$ cat config.mk
export PLATFORM = sky130hd
export DESIGN_NAME = tag_cam
export DESIGN_NICKNAME = d
export VERILOG_FILES = /design/src/rtl/tag_cam_pkg.sv /design/src/rtl/cam_addr_dec.sv /design/src/rtl/cam_word_array.sv /design/src/rtl/cam_match_pri.sv /design/src/rtl/tag_cam.sv
export SDC_FILE = /design/constraint.sdc
export NUM_CORES = 1
export LEC_CHECK = 0
export BUFFER_PORTS_ARGS = -buffer_cell sky130_fd_sc_hd__buf_2
export CAP_MARGIN = 20
export CORE_AREA = 2 2 237 169
export DETAILED_ROUTE_END_ITERATION = 10
export DIE_AREA = 0 0 239 171
export PLACE_DENSITY = 0.53
export SLEW_MARGIN = 20
export SYNTH_ARGS = -nofsm -noshare
export SYNTH_HDL_FRONTEND = slang
export SYNTH_SLANG_ARGS = --single-unit
$ cat constraint.sdc
create_clock -name clk -period 3.9 [get_ports clk]
set_input_delay 0.39 -clock clk [delete_from_list [all_inputs] [get_ports clk]]
set_output_delay 0.39 -clock clk [all_outputs]
set_load 0.005 [all_outputs]
$ cat src/rtl/tag_cam_pkg.sv
package tag_cam_pkg;

  typedef enum logic [1:0] {
    OP_WRITE  = 2'd0,
    OP_SEARCH = 2'd1,
    OP_READ   = 2'd2,
    OP_DELETE = 2'd3
  } cam_op_e;

  // linear word number from a grid row and column
  function automatic int unsigned grid_index(input int unsigned row,
                                             input int unsigned col,
                                             input int unsigned cols);
    return row * cols + col;
  endfunction

endpackage

$ cat src/rtl/cam_addr_dec.sv
module cam_addr_dec #(
  parameter int ADDR_W   = 5,
  parameter int ROWS     = 5,
  parameter int COLS     = 4,
  parameter int RSV_ADDR = 31,
  localparam int WORDS   = ROWS * COLS
) (
  input  logic [ADDR_W-1:0] addr,
  output logic [WORDS-1:0]  word_oh,
  output logic              is_rsv
);
  import tag_cam_pkg::*;

  localparam int COL_BITS = $clog2(COLS);
  localparam int ROW_W    = ADDR_W - COL_BITS;

  logic [ROWS-1:0] row_oh;
  logic [COLS-1:0] col_oh;

  assign is_rsv = (addr == ADDR_W'(RSV_ADDR));

  for (genvar r = 0; r < ROWS; r++) begin : g_row
    assign row_oh[r] = (addr[ADDR_W-1:COL_BITS] == ROW_W'(r));
  end

  for (genvar c = 0; c < COLS; c++) begin : g_col
    assign col_oh[c] = (addr[COL_BITS-1:0] == COL_BITS'(c));
  end

  for (genvar r = 0; r < ROWS; r++) begin : g_gr
    for (genvar c = 0; c < COLS; c++) begin : g_gc
      assign word_oh[grid_index(r, c, COLS)] = row_oh[r] & col_oh[c] & ~is_rsv;
    end
  end

endmodule

$ cat src/rtl/cam_word_array.sv
module cam_word_array #(
  parameter int WORDS  = 20,
  parameter int KEY_W  = 8,
  parameter int PORT_W = 4
) (
  input  logic                          clk,
  input  logic                          rst,
  input  logic [WORDS-1:0]              wl,
  input  logic                          we,
  input  logic                          del,
  input  logic                          clr,
  input  logic [KEY_W-1:0]              key_in,
  input  logic [PORT_W-1:0]             port_in,
  output logic [WORDS-1:0][KEY_W-1:0]   keys,
  output logic [WORDS-1:0][PORT_W-1:0]  ports,
  output logic [WORDS-1:0]              valid
);

  for (genvar w = 0; w < WORDS; w++) begin : g_word
    logic [KEY_W-1:0]  k_q;
    logic [PORT_W-1:0] p_q;
    logic              v_q;

    always_ff @(posedge clk) begin
      if (rst) begin
        k_q <= '0;
        p_q <= '0;
        v_q <= 1'b0;
      end else if (clr) begin
        v_q <= 1'b0;
      end else if (wl[w]) begin
        if (we) begin
          k_q <= key_in;
          p_q <= port_in;
          v_q <= 1'b1;
        end else if (del) begin
          v_q <= 1'b0;
        end
      end
    end

    assign keys[w]  = k_q;
    assign ports[w] = p_q;
    assign valid[w] = v_q;
  end

endmodule

$ cat src/rtl/cam_match_pri.sv
module cam_match_pri #(
  parameter int WORDS  = 20,
  parameter int KEY_W  = 8,
  parameter int PORT_W = 4
) (
  input  logic [WORDS-1:0][KEY_W-1:0]   keys,
  input  logic [WORDS-1:0][PORT_W-1:0]  ports,
  input  logic [WORDS-1:0]              valid,
  input  logic [KEY_W-1:0]              key,
  output logic                          hit,
  output logic [PORT_W-1:0]             hit_port
);
  logic [WORDS-1:0] match;

  for (genvar w = 0; w < WORDS; w++) begin : g_cmp
    assign match[w] = valid[w] && (keys[w] == key);
  end

  // lowest index wins
  always_comb begin
    hit      = 1'b0;
    hit_port = '0;
    for (int w = 0; w < WORDS; w++) begin
      if (!hit && match[w]) begin
        hit      = 1'b1;
        hit_port = ports[w];
      end
    end
  end

endmodule

$ cat src/rtl/tag_cam.sv
module tag_cam #(
  parameter int ADDR_W   = 5,
  parameter int ROWS     = 5,
  parameter int COLS     = 4,
  parameter int KEY_W    = 8,
  parameter int PORT_W   = 4,
  parameter int RSV_ADDR = 31,
  localparam int WORDS   = ROWS * COLS
) (
  input  logic              clk,
  input  logic              rst,
  input  logic [1:0]        cmd,
  input  logic [ADDR_W-1:0] addr,
  input  logic [KEY_W-1:0]  key_in,
  input  logic [PORT_W-1:0] port_in,
  output logic [WORDS-1:0]  wordline,
  output logic              wr_en,
  output logic              clr_all,
  output logic [KEY_W-1:0]  q_key,
  output logic [PORT_W-1:0] q_port,
  output logic              q_hit,
  output logic              q_vld
);
  import tag_cam_pkg::*;

  cam_op_e op;
  assign op = cam_op_e'(cmd);

  logic [WORDS-1:0] word_oh;
  logic             is_rsv;

  cam_addr_dec #(
    .ADDR_W(ADDR_W), .ROWS(ROWS), .COLS(COLS), .RSV_ADDR(RSV_ADDR)
  ) u_dec (
    .addr(addr), .word_oh(word_oh), .is_rsv(is_rsv)
  );

  // event wires
  logic op_wr, op_del, op_rd, op_srch;
  assign op_wr   = (op == OP_WRITE);
  assign op_del  = (op == OP_DELETE);
  assign op_rd   = (op == OP_READ);
  assign op_srch = (op == OP_SEARCH);

  assign wordline = op_srch ? '0 : word_oh;
  assign wr_en    = !op_rd;
  assign clr_all  = op_del && is_rsv;

  logic                         nm_load;
  logic [PORT_W-1:0]            nm_port;
  logic [WORDS-1:0][KEY_W-1:0]  keys;
  logic [WORDS-1:0][PORT_W-1:0] ports;
  logic [WORDS-1:0]             valid_q;

  assign nm_load = op_wr && is_rsv;

  cam_word_array #(
    .WORDS(WORDS), .KEY_W(KEY_W), .PORT_W(PORT_W)
  ) u_arr (
    .clk(clk), .rst(rst), .wl(wordline), .we(op_wr), .del(op_del),
    .clr(clr_all), .key_in(key_in), .port_in(port_in),
    .keys(keys), .ports(ports), .valid(valid_q)
  );

  logic              srch_hit;
  logic [PORT_W-1:0] srch_port;

  cam_match_pri #(
    .WORDS(WORDS), .KEY_W(KEY_W), .PORT_W(PORT_W)
  ) u_pri (
    .keys(keys), .ports(ports), .valid(valid_q), .key(key_in),
    .hit(srch_hit), .hit_port(srch_port)
  );

  always_ff @(posedge clk) begin
    if (rst)          nm_port <= '0;
    else if (nm_load) nm_port <= port_in;
  end

  // one-hot read mux
  logic [KEY_W-1:0]  rd_key;
  logic [PORT_W-1:0] rd_port;
  logic              rd_vld;

  always_comb begin
    rd_key  = '0;
    rd_port = '0;
    rd_vld  = 1'b0;
    for (int w = 0; w < WORDS; w++) begin
      if (wordline[w]) begin
        rd_key  = rd_key  | keys[w];
        rd_port = rd_port | ports[w];
        rd_vld  = rd_vld  | valid_q[w];
      end
    end
  end

  always_ff @(posedge clk) begin
    if (rst) begin
      q_key  <= '0;
      q_port <= '0;
      q_hit  <= 1'b0;
      q_vld  <= 1'b0;
    end else if (op_rd) begin
      q_key  <= rd_key;
      q_port <= is_rsv ? nm_port : rd_port;
      q_hit  <= 1'b0;
      q_vld  <= rd_vld;
    end else if (op_srch) begin
      q_key  <= '0;
      q_port <= srch_hit ? srch_port : nm_port;
      q_hit  <= srch_hit;
      q_vld  <= 1'b0;
    end
  end

endmodule

* Word level (Yosys, flattened, before mapping) *
Index checks and enable logic that the tools add are counted.

storage, ports and cells
  output and inout bits = 36
  input bits = 21
  latch bits = 0
  bits in read-only memories = 0
  memory bits (writable) = 0
  word-level logic and storage cells = 414
  memories kept = 0
  register bits after elaboration = 278

operators by class
  magnitude comparators = 0
  equality and inequality tests = 31
  shift-type cells = 0
  reduce and logical (&&, ||, !) cells = 108
  muxes and demuxes = 111
  bitwise operators = 99
  div/mod/pow operators = 0
  add/sub/neg operators = 0
  multipliers = 0

operators by type and width
  operator                                                                count
  4-bit two-way mux                                                       44
  8-bit two-way mux                                                       22
  8-bit equality test                                                     20
  8-bit bitwise OR                                                        19
  4-bit bitwise OR                                                        19
  3-bit AND reduction                                                     20
  1-bit two-way mux                                                       44
  1-bit logical AND                                                       41
  1-bit AND                                                               40
  2-bit AND reduction                                                     20
  1-bit logical NOT                                                       20
  20-bit two-way mux                                                      1
  1-bit bitwise OR                                                        19
  2-bit equality test (second input constant)                             4
  3-bit by 2-bit equality test with 1-bit output (second input constant)  2
  5-bit equality test (second input constant)                             1
  2-bit by 1-bit equality test with 1-bit output (second input constant)  2
  2-bit logical NOT                                                       2
  2-bit nonzero test                                                      2
  2-bit OR reduction                                                      2
  3-bit by 1-bit equality test with 1-bit output (second input constant)  1
  3-bit equality test (second input constant)                             1
  3-bit logical NOT                                                       1
  1-bit inverter                                                          2

* Longest topological paths before layout *
Gate-level depths: netlist (run 1).

  depth in word-level cells = 63
  gate-level depth with buffers = 13
  depth with buffers taken out = 12

* Hierarchy *
Synthesis (run 1) repeated with hierarchy kept, for this count alone.

unflattened totals
  cells, all modules = 1,741
  area total of the unflattened synthesis = 16,350.7 µm²

modules (own cells, without submodules)
  module          times used  cells each  sequential area each (µm²)  area each (µm²)
  cam_word_array  1           940         5,205.0                     10,702.8
  cam_match_pri   1           423         0.0                         3,099.2
  tag_cam         1           348         360.3                       2,374.8
  cam_addr_dec    1           30          0.0                         173.9

* Worst setup path before layout (run 1) *
No wires, ideal clock.

  kind = input -> register
  start = input port key_in[6]
  end = register q_port[3]
  arrival time = 2,558 ps
  buffers on the path = 3
  data required time = 3,774 ps
  path slack = 1,216 ps
  stages = 11
  setup time = 126 ps
  cell sequence = buf_6 > buf_6 > buf_6 > xnor2_1 > nand3_1 > nor3_2 > mux2_2 > mux2_2 > mux2_2 > a211oi_1 > o22ai_1

on the way
  word-level cells in the longest chain between the ends = 63
  elaborated cells between the ends (all ways) = 121
  those cells by class = eq/ne: 20; mux: 43; reduce/logical: 58

ends and longest elaborated chain
  item                                                           line                 text
  from (decl)                                                    tag_cam.sv:14        input logic [KEY_W-1:0] key_in,
  8-bit equality test                                            cam_match_pri.sv:16  assign match[w] = valid[w] && (keys[w] == key);
  1-bit logical AND                                              cam_match_pri.sv:16
  1-bit two-way mux                                              cam_match_pri.sv:24  if (!hit && match[w]) begin
  1-bit logical NOT                                              cam_match_pri.sv:24
  1-bit logical AND                                              cam_match_pri.sv:24
  1-bit two-way mux                                              cam_match_pri.sv:24
  1-bit logical NOT                                              cam_match_pri.sv:24
  1-bit logical AND                                              cam_match_pri.sv:24
  [... 47 more ...]                                              n/a
  1-bit logical AND                                              cam_match_pri.sv:24
  1-bit two-way mux                                              cam_match_pri.sv:24
  1-bit logical NOT                                              cam_match_pri.sv:24
  1-bit logical AND                                              cam_match_pri.sv:24
  4-bit two-way mux / 1-bit two-way mux (equally long branches)  cam_match_pri.sv:24
  4-bit two-way mux (*)                                          tag_cam.sv:111       q_port <= srch_hit ? srch_port : nm_port;
  4-bit two-way mux (*)                                          tag_cam.sv:109       end else if (op_srch) begin
  4-bit two-way mux (*)                                          tag_cam.sv:104       end else if (op_rd) begin
  to (signal assigned)                                           tag_cam.sv:106       q_port <= is_rsv ? nm_port : rd_port;
  to (signal assigned)                                           tag_cam.sv:111
  to (decl)                                                      tag_cam.sv:20        output logic [PORT_W-1:0] q_port,

Every way passes the cells marked *; elsewhere a longest branch is shown, timed or not. The select of a mux whose other input is x is not followed.
A chain may end at the register's enable or synchronous reset.

* Worst setup path after layout (run 1) *
  start = input port cmd[1]
  end = output port wordline[5]

on the way
  word-level cells in the longest chain between the ends = 2

ends and longest elaborated chain
  item                                            line           text
  from (decl)                                     tag_cam.sv:12  input logic [1:0] cmd,
  2-bit by 1-bit equality test with 1-bit output  tag_cam.sv:43  assign op_srch = (op == OP_SEARCH);
  20-bit two-way mux                              tag_cam.sv:45  assign wordline = op_srch ? '0 : word_oh;
  to (decl)                                       tag_cam.sv:16  output logic [WORDS-1:0] wordline,

Every way passes these cells.

==> metrics.md, run 1 <==
| Metric | Value |
|---|---|
| Top area cells in the synthesized netlist | dfxtp_1 37%, xnor2_1 8.4%, nand2_1 8.2% |
| Net Count, Synth | approximately 2,000 |
| First-pass GRT wire length | around 98 mm |
| Die area | between 40,000 and 50,000 sq um |
| Gr ovfl total | 0 |
| Ports | 57 |
| DRC viols | 0 |
| Post-route worst setup slack | between 0.8 and 0.9 ns |
| Largest net degree at the start of global routing | around 150 |
| Max Slew Vio Count | 0 |
| LEAKAGE | ~5.6 nW |
| Footprint of the multi-input gates | ~8700 sq um |
| Clk sinks | between 200 and 300 |
| Power Dens Cells | 369.1 nW/um^2 |
| Synth warn | 0 |
| Clk_skew | between 0.01 and 0.015 ns |
| Synthesized flop and latch total | between 200 and 300 |
| H-Tree Depth | 1 |
| Worst Hold Class | primary input to flop |
| Starting Density | between 30% and 40% |
| Yosys top cell by area | dfxtp_1 |
| Initial antenna violation count | 1 |
| Worst slew pin tran | 1.147 ns |
| RePlAce Congestion | approximately 1 |
| Vias in the first global route | around 14,000 |
| GR Util met2 | 45.92% |
| Syn Area/Cell | approximately 8 sq um |
| Crit start category | primary input |
| HPWL Detailed | roughly 48 mm |
| Mapped Area | between 15,000 and 20,000 sq um |
| I/O Buffers | 56 |
| Setup violators final | 0 |
| Antenna viol nets, final | 0 |
| Post-CTS resize count | 0 |
| Main synth FF type | dfxtp_1 |
| Die W | between 200 and 250 um |
| Nets | 1,969 |
| Routed WL per cell | around 27 um |
| Bufs on Longest Clock Path | 3 |
| Async set or reset register ratio after synthesis | 0% |
| Tcrit/Tclk final | a little under 80% |
| Layout area overhead | 12.11% |
| Top Usage Layer GRT | met1 |
| Hold-fix buffers, CTS | 0 |
| Unrepaired setup endpoints after global routing | false |
| Post-place setup slack | 0.4966 ns |
| Clock-pin slew on the worst setup and hold paths | 0.06 ns |
| Met3 usage | about a tenth |
| CP endpoint kind | output pin |
| Critical Path RT | roughly 3.5 ns |
| Fill cells | slightly below 4,000 |
| Initial DRC Count | 2,208 |
| Final WL | between 60 and 70 mm |
| Top-area cell type share of the netlist area | between 30% and 40% |
| Max_slew headroom | 23.56% |
| Peak VDD IR | about 0.34 mV |
| Setup tns final | 0 ns |
| Core footprint | 38,920 sq um |
| Post-CTS Setup Inserts | 0 |
| Achievable clock frequency | ~0.33 GHz |
| Via density | 6.184 |
| Pwr Total | roughly 6.3 mW |
| CTS tree | done |
| Hold Violations, Final | 0 |
| Worst path arrival time | about 2.6 ns |
| Crit path kind | primary input to output pin |
| Status | complete, no violations |
| Die H | 171 um |
| Post-synth EDFFs | 0 |
| Minimum clock period after layout | around 3.0 ns |
| Crit Path Max Fanout | 20 |
| Met1 GRT Util | between 40% and 50% |
| Sequential share of the synthesized area | around 37% |
| Netlist cell types | 70 |
| Ratio of cells with drive above 1 in the final layout | 12.05% |
| Gate Count Post-Synth | 1,945 |
| Overall global routing resource usage | 32.80% |
| Num rows | 61 |
| Clk Latency, worst-skew pair | around 0.60 ns |
| Pre-Repair DR Iteration Count | 7 |
| Sequential Area | 5565 sq um |
| Detailed-route via count | around 15,000 |
| Clock root cell | clkbuf_16 |
| Num CTS Buffers | 30 |
| MaxCap Viol Count | 0 |
power by group:
part	switching [mW]	internal, mW	leakage [nW]
logic	0.361	0.143	2.87
clock network	1.28	1.64	0.482
registers	0.0142	2.85	2.24
total	1.66	4.64	5.59
routing by layer:
metal	part of all wire, %	vias up
li1	-	6807
met1	44	7341
met2	40	1014
met3	13	124
met4	2.7	0
met5	0	-
layout make-up:
| type | count | share of cell area, % |
|---|---|---|
| Antenna cell | 1 | 0.01468 |
| Inverter | 14 | 0.3082 |
| Sequential cell | 278 | 32.64 |
| Clock inverter | 12 | 0.7486 |
| Multi-Input combinational cell | 1471 | 51.08 |
| Tap cell | 504 | 3.699 |
| Clock buffer | 43 | 4.983 |
| Timing Repair Buffer | 149 | 6.524 |
stage by stage:
stage                     instance area (sq um)  util, %  cells  hold slack [ns]
after floorplan                           15210        -   1945           0.4416
after global placement                    16070    41.28   2416           0.4537
after detailed placement                  16070    41.28   2416           0.4638
after CTS                                 17050    43.79   2471           0.1354
after global routing                      17050    43.79   2471           0.1688
final                                     17050    43.80   2472           0.1506
cells in the final DEF, fill, tap and decap left out, types with 8 or more instances in the layout:
cell	Yosys	layout
a22oi_1	103	103
xnor2_1	145	145
mux2i_1	80	80
inv_1	14	14
nand2b_1	10	10
nor3_1	39	38
dfxtp_1	278	278
and3_1	10	10
nor2b_1	16	14
nand4_1	34	34
nor2_1	114	107
a21oi_1	219	219
nand2_1	331	331
buf_12	1	10
a221oi_1	13	13
nor2_2	2	9
or4_1	9	9
buf_2	23	55
clkbuf_16	0	30
a31oi_1	12	12
or3_1	12	12
a22o_1	11	11
buf_4	2	83
xor2_1	14	14
clkbuf_1	101	8
o21ai_0	14	14
nor4_1	8	8
nand3_1	190	190
worst paths after layout:
check | from | slack (ns) | end | depth (start not counted)
setup / recovery | cmd[1] | 0.88 | wordline[5] | 7
hold / removal | key_in[3] | 0.15 | u_arr.g_word[0].k_q[3] | 3
setup reg to reg | u_arr.g_word[1].k_q[4] | 1.18 | q_port[1] | 9
hold reg to reg | u_arr.g_word[13].p_q[2] | 0.48 | u_arr.g_word[13].p_q[2] | 2
kinds of logic after synthesis:
| kind of cell | after synthesis | synth area share [%] |
|---|---|---|
| AO/OA/AOI/OAI | 418 | 17.20 |
| XOR/XNOR | 160 | 9.264 |
| adder cells (fa/ha/maj) | 4 | 0.3291 |
| buffers and inverters | 196 | 6.393 |
| flip-flops | 278 | 36.60 |
| multiplexers | 87 | 5.784 |
| AND/OR/NAND/NOR | 802 | 24.43 |
state kept, by name, summed over array words and instances (netlist names):
register / cells
u_arr.g_word.k_q: 160
u_arr.g_word.p_q: 80
u_arr.g_word.v_q: 20
q_key: 8
nm_port: 4
q_port: 4
q_hit: 1
q_vld: 1
critical path: stages:
cell	delay [ns]
buf_2	0.10
inv_1	0.06
ha_1	0.26
or4b_1	0.78
nor2_2	0.59
buf_12	0.25
buf_2	0.17
synth_stat cells (3+ instances only):
cell and instances:
nand2_1 331, dfxtp_1 278, a21oi_1 219, nand3_1 190, xnor2_1 145, nor2_1 114, a22oi_1 103, clkbuf_1 101
mux2i_1 80, nor3_1 39, nand4_1 34, buf_1 31, buf_2 23, buf_6 23, nor2b_1 16, inv_1 14
o21ai_0 14, xor2_1 14, a221oi_1 13, a31oi_1 12, or3_1 12, a22o_1 11, and3_1 10, nand2b_1 10
or4_1 9, nor4_1 8, mux2_2 7, nor3_2 7, a222oi_1 4, and2_1 4, ha_1 4, a211oi_1 3
a21o_1 3, nand3b_1 3, nor3_4 3, o211ai_1 3, o22ai_1 3, o311ai_0 3, o31ai_1 3
No activity file was read; power rests on OpenSTA's default activity.
==> run 2, diff against run 1 <==
Settings changed: PLACE_DENSITY 0.53 to 0.55.
Clock period 3.9 ns to 2.6 ns, I/O delays scaled along.
==> metrics.md, run 2 (same netlist as run 1, synthesis figures left out) <==
| Metric | Value |
|---|---|
| Status | complete, no violations |
| Antenna viol nets, final | 0 (unchanged) |
| Via density | 6.056 (-2.1%) |
| Layout area overhead | 29.65% |
| Tcrit/Tclk final | slightly below 100% |
| Most frequent cells in the layout | 329 x buf_4, 328 x nand2_1, 273 x dfxtp_1, 217 x a21oi_1, 189 x nand3_1 |
| Clock root cell | clkbuf_16 |
| Max_slew headroom | 51.51% (+28 points) |
| Overall global routing resource usage | 36.45% (+3.6 points) |
| Max reg flops | 160 (unchanged) |
| Num CTS Buffers | 31 (+3.3%) |
| Worst slew pin tran | 0.7274 ns (-0.4193 ns) |
| HPWL Detailed | 56.37 mm (+17%) |
| RePlAce Congestion | 1.049 (+3.4%) |
| I/O Buffers | 56 (unchanged) |
| Final WL | 75.43 mm (+11%) |
| Die H | 171 um (unchanged) |
| Largest register by flop count | u_arr.g_word.k_q |
| Num rows | 61 (unchanged) |
| Peak VDD IR | 0.5007 mV (+46%) |
| Vias in the first global route | 15,220 (+9.1%) |
| Initial antenna violation count | 3 (+2) |
| First-pass GRT wire length | 108.0 mm (+9.8%) |
| Util after Layout | 50.65% (+6.9 points) |
| Pre-Repair DR Iteration Count | 6 (-1) |
| Crit path kind | flop to flop |
| Largest net degree at the start of global routing | 133 (-8.9%) |
| Starting Density | 39.07% (unchanged) |
| Pwr Total | 10.05 mW (+60%) |
| Die area | 40,870 sq um (unchanged) |
| H-Tree Depth | 1 (unchanged) |
| Beginning of the worst hold path | key_in[5] |
| Crit Path Max Fanout | 4 (-80%) |
| Clk Latency, worst-skew pair | 0.60 ns (about the same) |
| Power Dens Cells | 509.9 nW/um^2 (+38%) |
| Ratio of cells with drive above 1 in the final layout | 24.41% (+12 points) |
| Crit path from | u_arr.g_word[1].k_q[1] |
| Die W | 239 um (unchanged) |
| CTS tree | done |
| Hold Crit Depth | 4 (+1) |
| Detailed-route via count | 16,660 (+9.0%) |
| Minimum clock period after layout | 2.574 ns |
| Setup violators final | 0 (unchanged) |
| Clk_skew | 0.01592 ns (+0.005619 ns) |
| CP endpoint kind | flop |
| DRC viols | 0 (unchanged) |
| Initial DRC Count | 2,119 (-4.0%) |
| Crit start category | flop |
| Largest regs | u_arr.g_word.k_q: 160 flops, u_arr.g_word.p_q: 80 flops, u_arr.g_word.v_q: 20 flops |
| Clk sinks | 278 (unchanged) |
| Gr ovfl total | 0 (unchanged) |
| Routed WL per cell | 27.42 um (-0.17%) |
| LEAKAGE | 7.167 nW (+28%) |
| Critical R2R Launch | u_arr.g_word[1].k_q[1] |
| Core footprint | 38,920 sq um (unchanged) |
| Achievable clock frequency | just under 0.4 GHz |
| Max Slew Vio Count | 0 (unchanged) |
| MaxCap Viol Count | 0 (unchanged) |
| Critical Path RT | 3.06 ns (-0.45 ns) |
| Commonest non-fill, non-tap cell in the layout | buf_4 |
| R2R cell count | 11 (+2) |
| Worst Hold Class | primary input to flop |
| Hold Violations, Final | 0 (unchanged) |
| Ports | 57 (unchanged) |
| Bufs on Longest Clock Path | 3 (unchanged) |
| Nets | 2,246 (+14%) |
| Unrepaired setup endpoints after global routing | true |
| Worst path arrival time | 3.04 ns (+0.41 ns) |
| Clock-pin slew on the worst setup and hold paths | 0.07 ns (about the same) |
## run 2: changes by cell type in the layout (fill, tap and decap cells not counted), moves of 4 or more
cell     change
buf_4      +246
buf_12      +26
dfxtp_1      -5
dfxtp_2      +4
xnor2_1      -4
xnor2_2      +4
## run 2: layout make-up
type	instances	area (sq um)
fillers	3849	19210
clock inverters	16	220.2
multi-input cells	1471	8857
well taps	504	630.6
clock buffers	41	853.3
diodes	2	5.005
repair buffers	425	3523
flip-flops and latches	278	5574
inverters	14	52.55
## run 2: power breakdown
part | total, mW | internal (mW) | leakage [nW] | switching [mW]
registers | 4.30 | 4.27 | 2.24 | 0.0235
logic | 0.932 | 0.333 | 4.40 | 0.599
clock network | 4.82 | 2.80 | 0.521 | 2.02
## run 2: worst max-delay path, stage by stage, from the launching register on
cell	delay [ns]
dfxtp_4	0.37
xnor2_2	0.20
nand4_1	0.28
buf_4	0.25
nor3_4	0.27
nor2_4	0.09
and3_4	0.18
nand4_1	0.19
nor2b_1	0.12
buf_4	0.15
a22oi_1	0.22
nand3_1	0.12
## run 2: timing repair
item,4_1_cts,5_1_grt
endpoints found under the hold margin,10,0
setup buffers,0,3
setup endpoints to repair,4,8
hold buffers,1,0
resized for setup,4,40
pin swaps,1,17
## run 2: worst paths after layout
kind | to | slack [ns]
worst max-delay path | q_port[2] | 0.03
worst min-delay path | u_arr.g_word[2].k_q[5] | 0.11
worst max register to register | q_port[2] | 0.03
worst min register to register | q_vld | 0.48
## run 2: stage by stage
| stage | instances | setup TNS, ns | hold WS (ns) | cell area, sq um | worst slack (ns) |
|---|---|---|---|---|---|
| after floorplan | 1945 | 0 | 0.4075 | 15210 | 0.04625 |
| after global placement | 2692 | -8.026 | 0.4550 | 18470 | -0.4628 |
| after detailed placement | 2692 | -7.676 | 0.4683 | 18470 | -0.4445 |
| after CTS | 2750 | 0 | 0.08674 | 19570 | 0.005238 |
| after global routing | 2749 | -0.03166 | 0.1143 | 19710 | -0.03166 |
| final | 2751 | 0 | 0.1063 | 19720 | 0.02594 |
## run 2: metal layers
metal / routed length [um] / global-route usage [%]
met3: 10850 / 13.60
met2: 29490 / 50.62
met5: 34 / 0
met1: 32910 / 52.42
met4: 2141 / 9.022
